==> src/rtl/bfx_pkg.sv <==
package bfx_pkg;

   localparam logic [6:0] OPC_CUSTOM0 = 7'h0B;
   localparam logic [2:0] F3_REGOFF   = 3'd0;
   localparam logic [2:0] F3_IMMOFF   = 3'd4;
   localparam int         LEN_W       = 3;
   localparam int         MAX_LEN     = 2 ** LEN_W;
   localparam int         IDX_W       = 5;

   typedef enum logic [1:0] {
      SRC_NONE = 2'd0,
      SRC_REG  = 2'd1,
      SRC_IMM  = 2'd2
   } bfx_src_e;

   typedef struct packed {
      logic             hit;
      bfx_src_e         src;
      logic [IDX_W-1:0] rd;
      logic [IDX_W-1:0] imm;
      logic [LEN_W-1:0] len_m1;
   } bfx_dec_t;

endpackage

==> src/rtl/bfx_decode.sv <==
module bfx_decode
   import bfx_pkg::*;
(
   input  logic [31:0] instr,
   output bfx_dec_t    dec
);

   logic [6:0] opcode;
   logic [2:0] funct3;
   logic       rsv_clear;
   logic       op_match;

   assign opcode    = instr[6:0];
   assign funct3    = instr[14:12];
   assign rsv_clear = (instr[31:29] == 3'b000) && !instr[25];
   assign op_match  = (opcode == OPC_CUSTOM0) && rsv_clear;

   always_comb begin
      dec.src = SRC_NONE;
      if (op_match) begin
         unique case (funct3)
            F3_REGOFF: dec.src = SRC_REG;
            F3_IMMOFF: dec.src = SRC_IMM;
            default:   dec.src = SRC_NONE;
         endcase
      end
      dec.hit    = (dec.src != SRC_NONE);
      dec.rd     = instr[11:7];
      dec.imm    = instr[24:20];
      dec.len_m1 = instr[28:26];
   end

endmodule

==> src/rtl/bfx_extract.sv <==
module bfx_extract
   import bfx_pkg::*;
#(
   parameter int XLEN = 32
) (
   input  logic [XLEN-1:0]  src_val,
   input  logic [XLEN-1:0]  offset,
   input  logic [LEN_W-1:0] len_m1,
   output logic [XLEN-1:0]  field
);

   localparam int              OFF_W = $clog2(XLEN);
   localparam logic [XLEN-1:0] LIMIT = XLEN'(XLEN);

   logic               in_range;
   logic [MAX_LEN-1:0] window;

   // offset compared at full width: no truncation aliasing
   assign in_range = (offset < LIMIT);
   // logical shift fills zeros above the top source bit
   assign window   = MAX_LEN'(src_val >> offset[OFF_W-1:0]);

   for (genvar i = 0; i < XLEN; i++) begin : g_bit
      if (i < MAX_LEN) begin : g_live
         assign field[i] = in_range && (LEN_W'(i) <= len_m1) && window[i];
      end else begin : g_zero
         assign field[i] = 1'b0;
      end
   end

endmodule

==> src/rtl/bfx_stage.sv <==
module bfx_stage
   import bfx_pkg::*;
#(
   parameter int XLEN    = 32,
   parameter bit REG_OUT = 1'b1
) (
   input  logic             clk,
   input  logic             rst_n,
   input  logic             d_valid,
   input  logic             d_we,
   input  logic [IDX_W-1:0] d_rd,
   input  logic [XLEN-1:0]  d_result,
   output logic             q_valid,
   output logic             q_we,
   output logic [IDX_W-1:0] q_rd,
   output logic [XLEN-1:0]  q_result
);

   if (REG_OUT) begin : g_reg
      always_ff @(posedge clk or negedge rst_n) begin
         if (!rst_n) begin
            q_valid  <= 1'b0;
            q_we     <= 1'b0;
            q_rd     <= '0;
            q_result <= '0;
         end else begin
            q_valid  <= d_valid;
            q_we     <= d_we;
            q_rd     <= d_rd;
            q_result <= d_result;
         end
      end
   end else begin : g_comb
      logic unused_clk;
      assign unused_clk = clk ^ rst_n;
      assign q_valid    = d_valid;
      assign q_we       = d_we;
      assign q_rd       = d_rd;
      assign q_result   = d_result;
   end

endmodule

==> src/rtl/bfx_unit.sv <==
module bfx_unit
   import bfx_pkg::*;
#(
   parameter int XLEN    = 32,
   parameter bit REG_OUT = 1'b1
) (
   input  logic             clk,
   input  logic             rst_n,
   input  logic             in_valid,
   input  logic [31:0]      instr,
   input  logic [XLEN-1:0]  rs1_val,
   input  logic [XLEN-1:0]  rs2_val,
   output logic             out_valid,
   output logic             out_we,
   output logic [IDX_W-1:0] out_rd,
   output logic [XLEN-1:0]  out_result
);

   if (XLEN < 32 || (XLEN & (XLEN - 1)) != 0) begin : g_bad_xlen
      $error("bfx_unit: XLEN must be a power of two of at least 32");
   end
   if (MAX_LEN > XLEN) begin : g_bad_len
      $error("bfx_unit: field length cannot exceed XLEN");
   end

   bfx_dec_t        dec;
   logic [XLEN-1:0] offset;
   logic [XLEN-1:0] field;
   logic            c_valid;
   logic            c_we;
   logic [IDX_W-1:0] c_rd;
   logic [XLEN-1:0] c_result;

   bfx_decode u_dec (
      .instr (instr),
      .dec   (dec)
   );

   assign offset = (dec.src == SRC_REG) ? rs2_val
                                        : {{(XLEN-IDX_W){1'b0}}, dec.imm};

   bfx_extract #(.XLEN(XLEN)) u_ext (
      .src_val (rs1_val),
      .offset  (offset),
      .len_m1  (dec.len_m1),
      .field   (field)
   );

   assign c_valid  = in_valid && dec.hit;
   assign c_we     = c_valid && (dec.rd != '0);
   assign c_rd     = c_valid ? dec.rd : '0;
   assign c_result = c_valid ? field  : '0;

   bfx_stage #(.XLEN(XLEN), .REG_OUT(REG_OUT)) u_stage (
      .clk      (clk),
      .rst_n    (rst_n),
      .d_valid  (c_valid),
      .d_we     (c_we),
      .d_rd     (c_rd),
      .d_result (c_result),
      .q_valid  (out_valid),
      .q_we     (out_we),
      .q_rd     (out_rd),
      .q_result (out_result)
   );

endmodule

==> config.mk <==
export PLATFORM = sky130hd
export DESIGN_NAME = bfx_unit
export DESIGN_NICKNAME = d
export VERILOG_FILES = /design/src/rtl/bfx_pkg.sv /design/src/rtl/bfx_decode.sv /design/src/rtl/bfx_extract.sv /design/src/rtl/bfx_stage.sv /design/src/rtl/bfx_unit.sv
export SDC_FILE = /design/constraint.sdc
export NUM_CORES = 1
export LEC_CHECK = 0
export ABC_CLOCK_PERIOD_IN_PS = 800
export BUFFER_PORTS_ARGS = -buffer_cell sky130_fd_sc_hd__buf_2
export CAP_MARGIN = 20
export CORE_ASPECT_RATIO = 0.7
export CORE_MARGIN = 5
export CORE_UTILIZATION = 40
export DETAILED_ROUTE_END_ITERATION = 8
export PLACE_DENSITY = 0.78
export SLEW_MARGIN = 15
export SYNTH_ARGS = -nofsm -noshare
export SYNTH_HDL_FRONTEND = slang
export SYNTH_SLANG_ARGS = --single-unit
==> constraint.sdc <==
create_clock -name clk -period 0.8 [get_ports clk]
set_input_delay 0.12 -clock clk [delete_from_list [all_inputs] [get_ports clk]]
set_output_delay 0.12 -clock clk [all_outputs]
set_load 0.05 [all_outputs]
==> run metrics, run 1 <==
vias in the first global route=2,798; CP Cell Sequence=buf_6 -> or4_4 -> nand4bb_4 -> mux2_4 -> buf_6 -> mux2i_2 -> mux2_2 -> nor2_2 -> a2111oi_4 -> nor4bb_4; Synth area leaders=mux2i_1, dfrtp_1, buf_4; internal power=between 1.5 and 2 mW; Post-synth top cells=nand2_1, mux2i_1, a21oi_1, buf_4, dfrtp_1; slowest CP cell=or4_4; cell taking the most area after synthesis=mux2i_1; predominant post-synthesis flop cell=dfrtp_1; antenna viol nets, final=0; sw power=~1.3 mW; Diodes inserted=0; Synth Area per Inst=7.83 µm²; Area Overhead vs Synth=65.3%; core area=5340 µm²; I/O pin count=approximately 140; post-synthesis compound-gate area fraction=between 20% and 30%; Critical Path RT=about 0.92 ns; Routed wire per std cell=around 18 µm; Place WS=-2.01 ns; full die area=roughly 7200 µm²; Post-synth EDFFs=0; startpoint types=input pin; post-synthesis register bit count=15; CTS root buf=clkbuf_8; area share of and/or/nand/nor cells after synthesis=between 20 and 25%; failing checks=setup timing; Clock transition at path regs=0.05 ns; Flop pwr share=a little under a quarter; main combinational cell family by area after synthesis=multiplexers; Yosys top cell area share=a little under a fifth; Netlist cell types=53; Die Y=around 73 µm; Comb pwr share=about three fifths; layout cells sized above 1=between 50 and 60%; post-route insts no fill=528; Rows=22; CTS tree=built; multiplexer share of the synthesized area=a little over a quarter; cell count after synthesis=~290; Die X=between 90 and 100 µm; final worst slack=-1.65 ns; Final setup viols=30; vias per inst=between 5 and 6; switch share=41.1%; crit-path max cell delay=0.53 ns; P_leak=1.87 nW; min cycle time layout=roughly 2.4 ns; routability congestion estimate=roughly 1.0; post-synthesis sequential area ratio=16.7%; critical path class=in -> reg; DRT Pass-1 Iters=5; clock sink total=15; Tot Pwr=about 3.3 mW; clock tree buffer depth=2; Yosys warnings=0; first-pass GRT wire length=roughly 14,000 µm; hold crit path type=in -> reg; fin. max-slew vios=0; drc violations=0; clock power share=between 10% and 20%; # Max-Cap Violations=0; Crit. End Element=register; First DRT Iteration DRCs=roughly 330; vias=3,000; GR Util All Layers=23.8%; unrepaired setup endpoints after global routing=true; Final #Nets=between 500 and 600; worst vdd ir=about 560 µV; Post-Syn Area=2250 µm²; final worst-path cycle share=306%; post-synthesis async set-or-reset flop share=between 90% and 100%; Fin. Hold Viols=0; input/output buffers=about 110; grt ovf=0; largest net degree at the start of global routing=20; status=finished with violations; dpl cells=between 500 and 600; CP Max Fanout=7; Power Density=878 nW/µm²; CTS Buf Count=3; H-tree depth=1; Synth Area in Adders=0%; Worst EP arrival=2.57 ns; final WL=9580 µm; most common cell in the synthesized netlist=nand2_1; Initial Utilization=between 40% and 50%; post-DP HPWL=~7000 µm; Fill cells=401; initial antenna violation count=0; cell mode on critical path=buf_6; Fmax=roughly 0.41 GHz; Post-Synth XOR/XNOR Area=0%
cell type report:
class	instances	area, µm²	share of cell area (%)
Multi-Input combinational cell	255	1940	52.1
Timing Repair Buffer	181	1260	34.0
Sequential cell	15	375	10.1
Tap cell	72	90.1	2.43
Clock buffer	4	45.0	1.21
Inverter	1	3.75	0.101
per-layer routing:
layer,GRT usage [%],up-vias,wire length [µm]
li1,-,1371,-
met1,31.9,1382,3890
met2,40.3,215,4370
met3,4.39,32,1110
met4,4.70,0,218
met5,0,-,0
state kept, by name, summed over array words and instances, names as in the netlist:
register,cells
u_stage.q_rd,5
u_stage.q_we,1
u_stage.q_result,8
u_stage.q_valid,1
through the flow:
stage	hold WS [ns]	area, µm²	setup TNS [ns]	utilization, %
global route	0.0975	3710	-18.73	69.6
CTS	0.0928	3550	-16.97	66.4
floorplan	-0.176	2350	-16.34	-
finish	0.0944	3710	-17.46	69.6
detailed placement	0.0344	3190	-19.97	59.7
global placement	0.0331	3190	-20.00	59.7
critical path, delay by kind of cell:
family          cells  cell delay, ns
simple gates        4            0.97
compound gates      1            0.37
mux                 3            0.87
buf+inv             2            0.24
what timing repair did:
| action | 4_1_cts | 5_1_grt |
|---|---|---|
| cloned | 2 | 0 |
| hold buffers | 1 | 0 |
| endpoints found under the setup margin | 30 | 30 |
| hold endpoints to repair | 15 | 0 |
| buffers inserted | 9 | 5 |
| pin swaps | 4 | 8 |
| gates resized for setup | 54 | 28 |
power by group through the flow:
stage                     Sequential, mW  Combinational [mW]  Clock [mW]
after detailed placement           0.773                1.59           0
final                              0.759                1.90       0.606
after floorplan                    0.773               0.997           0
after global placement             0.773                1.57           0
after global routing               0.759                2.01       0.655
after CTS                          0.759                1.72       0.621
cells by family (layout without fill, tap and decap cells):
kind of cell	count (synthesis)	count (layout)
buffers and inverters	42	186
DFF	15	15
other	1	24
muxes	56	58
and+or+nand+nor	97	97
AOI/OAI and AO/OA	76	76
cells in the final DEF (no fill, tap or decap), types with 6 or more instances in the layout:
cell / n
mux2_2: 9
buf_2: 92
buf_6: 22
nand2_1: 43
nor4_1: 6
conb_1: 24
dfrtp_1: 15
nor2_1: 12
buf_4: 62
nand3_1: 7
mux2i_1: 36
a21oi_1: 21
final timing paths:
kind                            from             endpoint  slack, ns  cells past startpoint
hold / removal             instr[11]      u_stage.q_rd[4]       0.09                      2
setup / recovery            instr[5]  u_stage.q_result[6]      -1.65                     10
min in group asynchronous      rst_n  u_stage.q_result[3]       0.33                      2
max in group asynchronous      rst_n  u_stage.q_result[2]       0.23                      2
Note: power is estimated with default switching activity, not from simulation.
==> inputs of run 2 (changes only) <==
Settings changed: CTS_BUF_LIST from default to sky130_fd_sc_hd__clkbuf_16.
==> run 2 against run 1 <==
The run still ends with setup timing left. Combinational power increased by 3%. Worst hold slack improved by 0.017 ns. Core utilization increased by 1.4 points. Sequential cell count unchanged. Worst setup slack improved by 0.030 ns. Cell count increased by 0.19%. Global-route usage increased by 0.52 points. Wire length increased by 4.1%. Maximum frequency increased by 1.3%. Via count increased by 1.3%. Non-clock buffer count unchanged. Die area unchanged. Critical endpoint is now u_stage.q_result[7].
==> run metrics, run 2 (synthesized netlist as in run 1, its figures left out) <==
antenna viol nets, final=0; Power Density=between 900 and 1000 nW/µm²; startpoint types=input pin; crit-path max cell delay=around 0.53 ns; Area Overhead vs Synth=68.6%; Largest regs=u_stage.q_result x8, u_stage.q_rd x5; layout cells sized above 1=roughly 53%; Final #Nets=between 500 and 600; Hold Path End=u_stage.q_rd[3]; final worst-path cycle share=302%; critical path class=in -> reg; max reg flops=8; switch share=a little under two fifths; Worst Hold Path Cells=2; Initial Utilization=42.1%; unrepaired setup endpoints after global routing=true; min cycle time layout=between 2 and 2.5 ns; fin. max-slew vios=0; P_leak=1.90 nW; Worst EP arrival=approximately 2.6 ns; routability congestion estimate=about 1; # Max-Cap Violations=0; slowest CP cell=or4_4; input/output buffers=108; full die area=between 7000 and 8000 µm²; post-route insts no fill=529; Reg with most FFs=u_stage.q_result; Comb pwr share=about 54%; TNS Setup=-16.84 ns; status=finished with violations; H-tree depth=1; vias per inst=around 5.7; Crit path max-delay family=compound AO/OA/AOI/OAI gates; worst vdd ir=a little over 800 µV; vias in the first global route=a little under 3,000; Buf/Inv on CP=3; Crit. End Element=register; hold crit path type=in -> reg; initial antenna violation count=0; final WL=around 10000 µm; vias=around 3,000; first-pass GRT wire length=around 14,000 µm; Clock transition at path regs=0.05 ns; DRT Pass-1 Iters=5; sw power=around 1.4 mW; Fin. Hold Viols=0; Fmax=slightly above 0.4 GHz; Die Y=72.7 µm; grt ovf=0; I/O pin count=138; internal power=between 2 and 2.5 mW; CP Max Fanout=8; Routed wire per std cell=between 15 and 20 µm; Die X=~100 µm; largest net degree at the start of global routing=20; core area=about 5300 µm²; failing checks=setup timing; CTS root buf=clkbuf_16; hold_sp=instr[10]; CTS Buf Count=3; CP Cell Sequence=buf_6 -> or4_4 -> nand4bb_4 -> buf_6 -> mux2_4 -> buf_4 -> a22oi_2 -> a21oi_1 -> o21a_1 -> a2111oi_2; drc violations=0; Rows=22; commonest non-fill, non-tap cell in the layout=buf_2; most frequent cells in the layout=buf_2, buf_4, nand2_1; dpl cells=510; post-DP HPWL=a little under 7000 µm; GR Util All Layers=24.3%; final worst slack=-1.62 ns; cell mode on critical path=buf_6; clock power share=between 20% and 30%; First DRT Iteration DRCs=288; clock tree buffer depth=2; CTS tree=built; Final setup viols=30; Critical Path RT=0.93 ns; Flop pwr share=between 20% and 30%; clock sink total=15
## run 2: cell count changes in the layout (fill, tap and decap cells not counted), moves of 3 or more
cell / change
o22ai_1: -3
clkbuf_8: -3
o22ai_2: +3
mux2i_1: -4
buf_4: -3
mux2i_2: +3
clkbuf_16: +3
## run 2: how the worst max path moves through the flow
stage                     cells after the start                   to      from  slack, ns
after global routing                         11  u_stage.q_result[6]  instr[5]      -1.74
after CTS                                    11  u_stage.q_result[6]  instr[5]      -1.55
final                                        10  u_stage.q_result[7]  instr[5]      -1.62
after detailed placement                     10  u_stage.q_result[6]  instr[5]      -2.01
after floorplan                              11  u_stage.q_result[6]  instr[5]      -1.65
after global placement                       11  u_stage.q_result[6]  instr[5]      -1.94
## run 2: power by group through the flow
| stage | sequential (mW) | combinational [mW] | clock [mW] |
|---|---|---|---|
| floorplan | 0.773 | 0.997 | 0 |
| global placement | 0.773 | 1.57 | 0 |
| detailed placement | 0.773 | 1.59 | 0 |
| CTS | 0.761 | 1.77 | 0.949 |
| global route | 0.760 | 2.05 | 0.979 |
| finish | 0.761 | 1.95 | 0.933 |
## run 2: final cells by class
type	instances	area, µm²
multi-input combinational	255	1960
fill	396	1550
timing repair buffer	181	1280
sequential	15	375
tap	72	90.1
clock buffer	3	75.1
clock inverter	1	3.75
inverter	1	3.75
antenna	1	2.50
## run 2: timing repair
action                                  4_1_cts  5_1_grt
endpoints found under the setup margin       30       30
pin swaps                                    10        7
cloned                                        2        0
endpoints found under the hold margin        15        0
buffers inserted                              8        5
resized for setup                            73       23
hold buffers                                  1        0
## run 2: per-stage QoR
step | area (µm²) | hold WS [ns] | worst slack [ns] | total power [mW] | util (%)
after CTS | 3650 | 0.105 | -1.55 | 3.48 | 68.3
after global routing | 3790 | 0.112 | -1.74 | 3.79 | 70.9
after detailed placement | 3190 | 0.0344 | -2.01 | 2.36 | 59.7
final | 3790 | 0.111 | -1.62 | 3.64 | 70.9
after global placement | 3190 | 0.0331 | -1.94 | 2.35 | 59.7
after floorplan | 2350 | -0.176 | -1.65 | 1.77 | -
## run 2: routing by layer
metal / routed length, µm / global-route usage [%] / part of all wire, %
met1: 3870 / 31.0 / 39
met2: 4580 / 41.1 / 46
met5: 0 / 0 / 0
met3: 1260 / 6.88 / 13
met4: 262 / 5.45 / 2.6
==> inputs of run 3 (changes only) <==
--- a/config.mk
+++ b/config.mk
@@ -6,13 +6,13 @@
 export NUM_CORES = 1
 export LEC_CHECK = 0
-export ABC_CLOCK_PERIOD_IN_PS = 800
+export ABC_CLOCK_PERIOD_IN_PS = 2300
 export BUFFER_PORTS_ARGS = -buffer_cell sky130_fd_sc_hd__buf_2
 export CAP_MARGIN = 20
 export CORE_ASPECT_RATIO = 0.7
-export CORE_MARGIN = 5
+export CORE_MARGIN = 2
 export CORE_UTILIZATION = 40
 export CTS_BUF_LIST = sky130_fd_sc_hd__clkbuf_16
 export DETAILED_ROUTE_END_ITERATION = 8
-export PLACE_DENSITY = 0.78
+export PLACE_DENSITY = 0.75
 export SLEW_MARGIN = 15
 export SYNTH_ARGS = -nofsm -noshare
==> constraint.sdc (replaced) <==
create_clock -name clk -period 2.3 [get_ports clk]
set_input_delay 0.23 -clock clk [delete_from_list [all_inputs] [get_ports clk]]
set_output_delay 0.23 -clock clk [all_outputs]
set_load 0.05 [all_outputs]
==> run 3 against run 2 <==
The flow still finishes with violations (setup timing). Cell area decreased by 7.1%. Clock power decreased by 63%. Sequential cell count unchanged. Non-clock buffer count decreased by 16.
==> run metrics, run 3 (synthesized netlist as in run 1, its figures left out) <==
CTS tree=built; critical path class=in -> reg; crit-path max cell delay=about 0.53 ns; clock tree buffer depth=2; Die X=approximately 94 µm; vias=2,886; CTS root buf=clkbuf_16; post-route insts no fill=between 500 and 600; Fill cells=480; Routed wire per std cell=between 15 and 20 µm; core area=5340 µm²; Worst EP arrival=2.69 ns; largest net degree at the start of global routing=16; full die area=approximately 6200 µm²; final worst slack=-0.257 ns; worst vdd ir=252 µV; switch share=about two fifths; failing checks=setup timing; P_leak=~1.8 nW; clock power share=between 20% and 30%; Tot Pwr=approximately 1.2 mW; Final Cell Area=about 3500 µm²; final core occ=65.9%; unrepaired setup endpoints after global routing=true; dpl cells=496; post-DP HPWL=slightly below 7000 µm; Final #Nets=540; CP Max Fanout=8; slowest CP cell=or4_4; sw power=0.482 mW; CP Cell Sequence=buf_6 -> or4_4 -> nand4bb_4 -> mux2_4 -> buf_4 -> mux2i_1 -> buf_4 -> o31ai_2 -> a21oi_1 -> o21ai_1 -> o2111a_1; Crit path max-delay family=simple AND/OR/NAND/NOR gates; internal power=0.763 mW; Clock transition at path regs=approximately 0.050 ns; Fin. Hold Viols=0; Die Y=about 67 µm; final WL=about 9200 µm; clock sink total=15; Reg with most FFs=u_stage.q_result; Final setup viols=8; commonest non-fill, non-tap cell in the layout=buf_2; cell mode on critical path=buf_4; # Max-Cap Violations=0; most frequent cells in the layout=buf_2, buf_4, nand2_1; hold crit path type=in -> reg; CTS Buf Count=3; fin. max-slew vios=0; initial antenna violation count=0; TNS Setup=-1.44 ns; Flop pwr share=a little over a fifth; grt met1 use=a little under two fifths; Place WS=-0.652 ns; vias in the first global route=about 2,700; Diodes inserted=0; placed instance area=~3000 µm²; layout cells sized above 1=49.3%; first-pass GRT wire length=13,400 µm; vias per inst=about 5.6; Rows=22; Buf/Inv on CP=3; Power Density=around 350 nW/µm²; Critical Path RT=roughly 2.4 ns; DRT Pass-1 Iters=5; min cycle time layout=about 2.6 ns; H-tree depth=1; Crit. End Element=register; I/O pin count=138; antenna viol nets, final=0; Comb pwr share=approximately half; Initial Utilization=around 42%; Fmax=0.391 GHz; busiest grt layer=met2; drc violations=0; startpoint types=input pin; input/output buffers=around 110; Worst Hold Path Cells=2; hold_sp=instr[9]; Largest regs=u_stage.q_result x8, u_stage.q_rd x5; final worst-path cycle share=111%; Area Overhead vs Synth=56.7%; grt met2 use=48.9%; status=finished with violations; routability congestion estimate=slightly above 0.9; First DRT Iteration DRCs=260; grt ovf=0; max reg flops=8; met3 Usage GRT=between 5 and 6%; WHS=0.208 ns; Hold Path End=u_stage.q_rd[2]; GR Util All Layers=between 20 and 30%
[run 3: changes by cell type in the layout (fill, tap and decap cells not counted), sizes merged]
cell / delta
buf: -16
inv: -1
clkinv: +1
diode: -1
[run 3: what timing repair did]
action / in CTS / in global routing
buffers inserted: 8 / 1
pin swaps: 15 / 4
hold buffers: 1 / 0
endpoints found under the hold margin: 15 / 0
resized for setup: 38 / 16
cloned: 3 / 0
endpoints found under the setup margin: 8 / 8
[run 3: worst max path at each step]
stage                         from             endpoint  slack [ns]  cells after the start
final                     instr[5]  u_stage.q_result[3]       -0.26                     11
after global routing      instr[5]  u_stage.q_result[3]       -0.31                     11
after CTS                 instr[5]  u_stage.q_result[6]       -0.18                     10
after detailed placement  instr[5]  u_stage.q_result[6]       -0.65                      9
after global placement    instr[5]  u_stage.q_result[6]       -0.64                      9
after floorplan           instr[5]  u_stage.q_result[6]       -0.26                     11
[run 3: power by group through the flow]
stage / combinational [mW] / clock [mW] / sequential [mW]
detailed placement: 0.543 / 0 / 0.269
CTS: 0.606 / 0.348 / 0.264
global route: 0.674 / 0.361 / 0.264
floorplan: 0.347 / 0 / 0.269
global placement: 0.543 / 0 / 0.269
finish: 0.638 / 0.343 / 0.264
[run 3: layout make-up]
type                       count  area, µm²  area share (%)
clock inverter                 1       5.00           0.142
clock buffer                   3       75.1            2.13
sequential                    15        375            10.7
tap                           72       90.1            2.56
multi-input combinational    255       1890            53.8
timing repair buffer         165       1080            30.6
inverter                       1       3.75           0.107
[run 3: per-layer routing]
metal / vias to the layer above / part of all wire [%]
li1: 1346 / -
met1: 1348 / 41
met2: 180 / 47
met3: 12 / 11
met4: 0 / 0.76
met5: - / 0
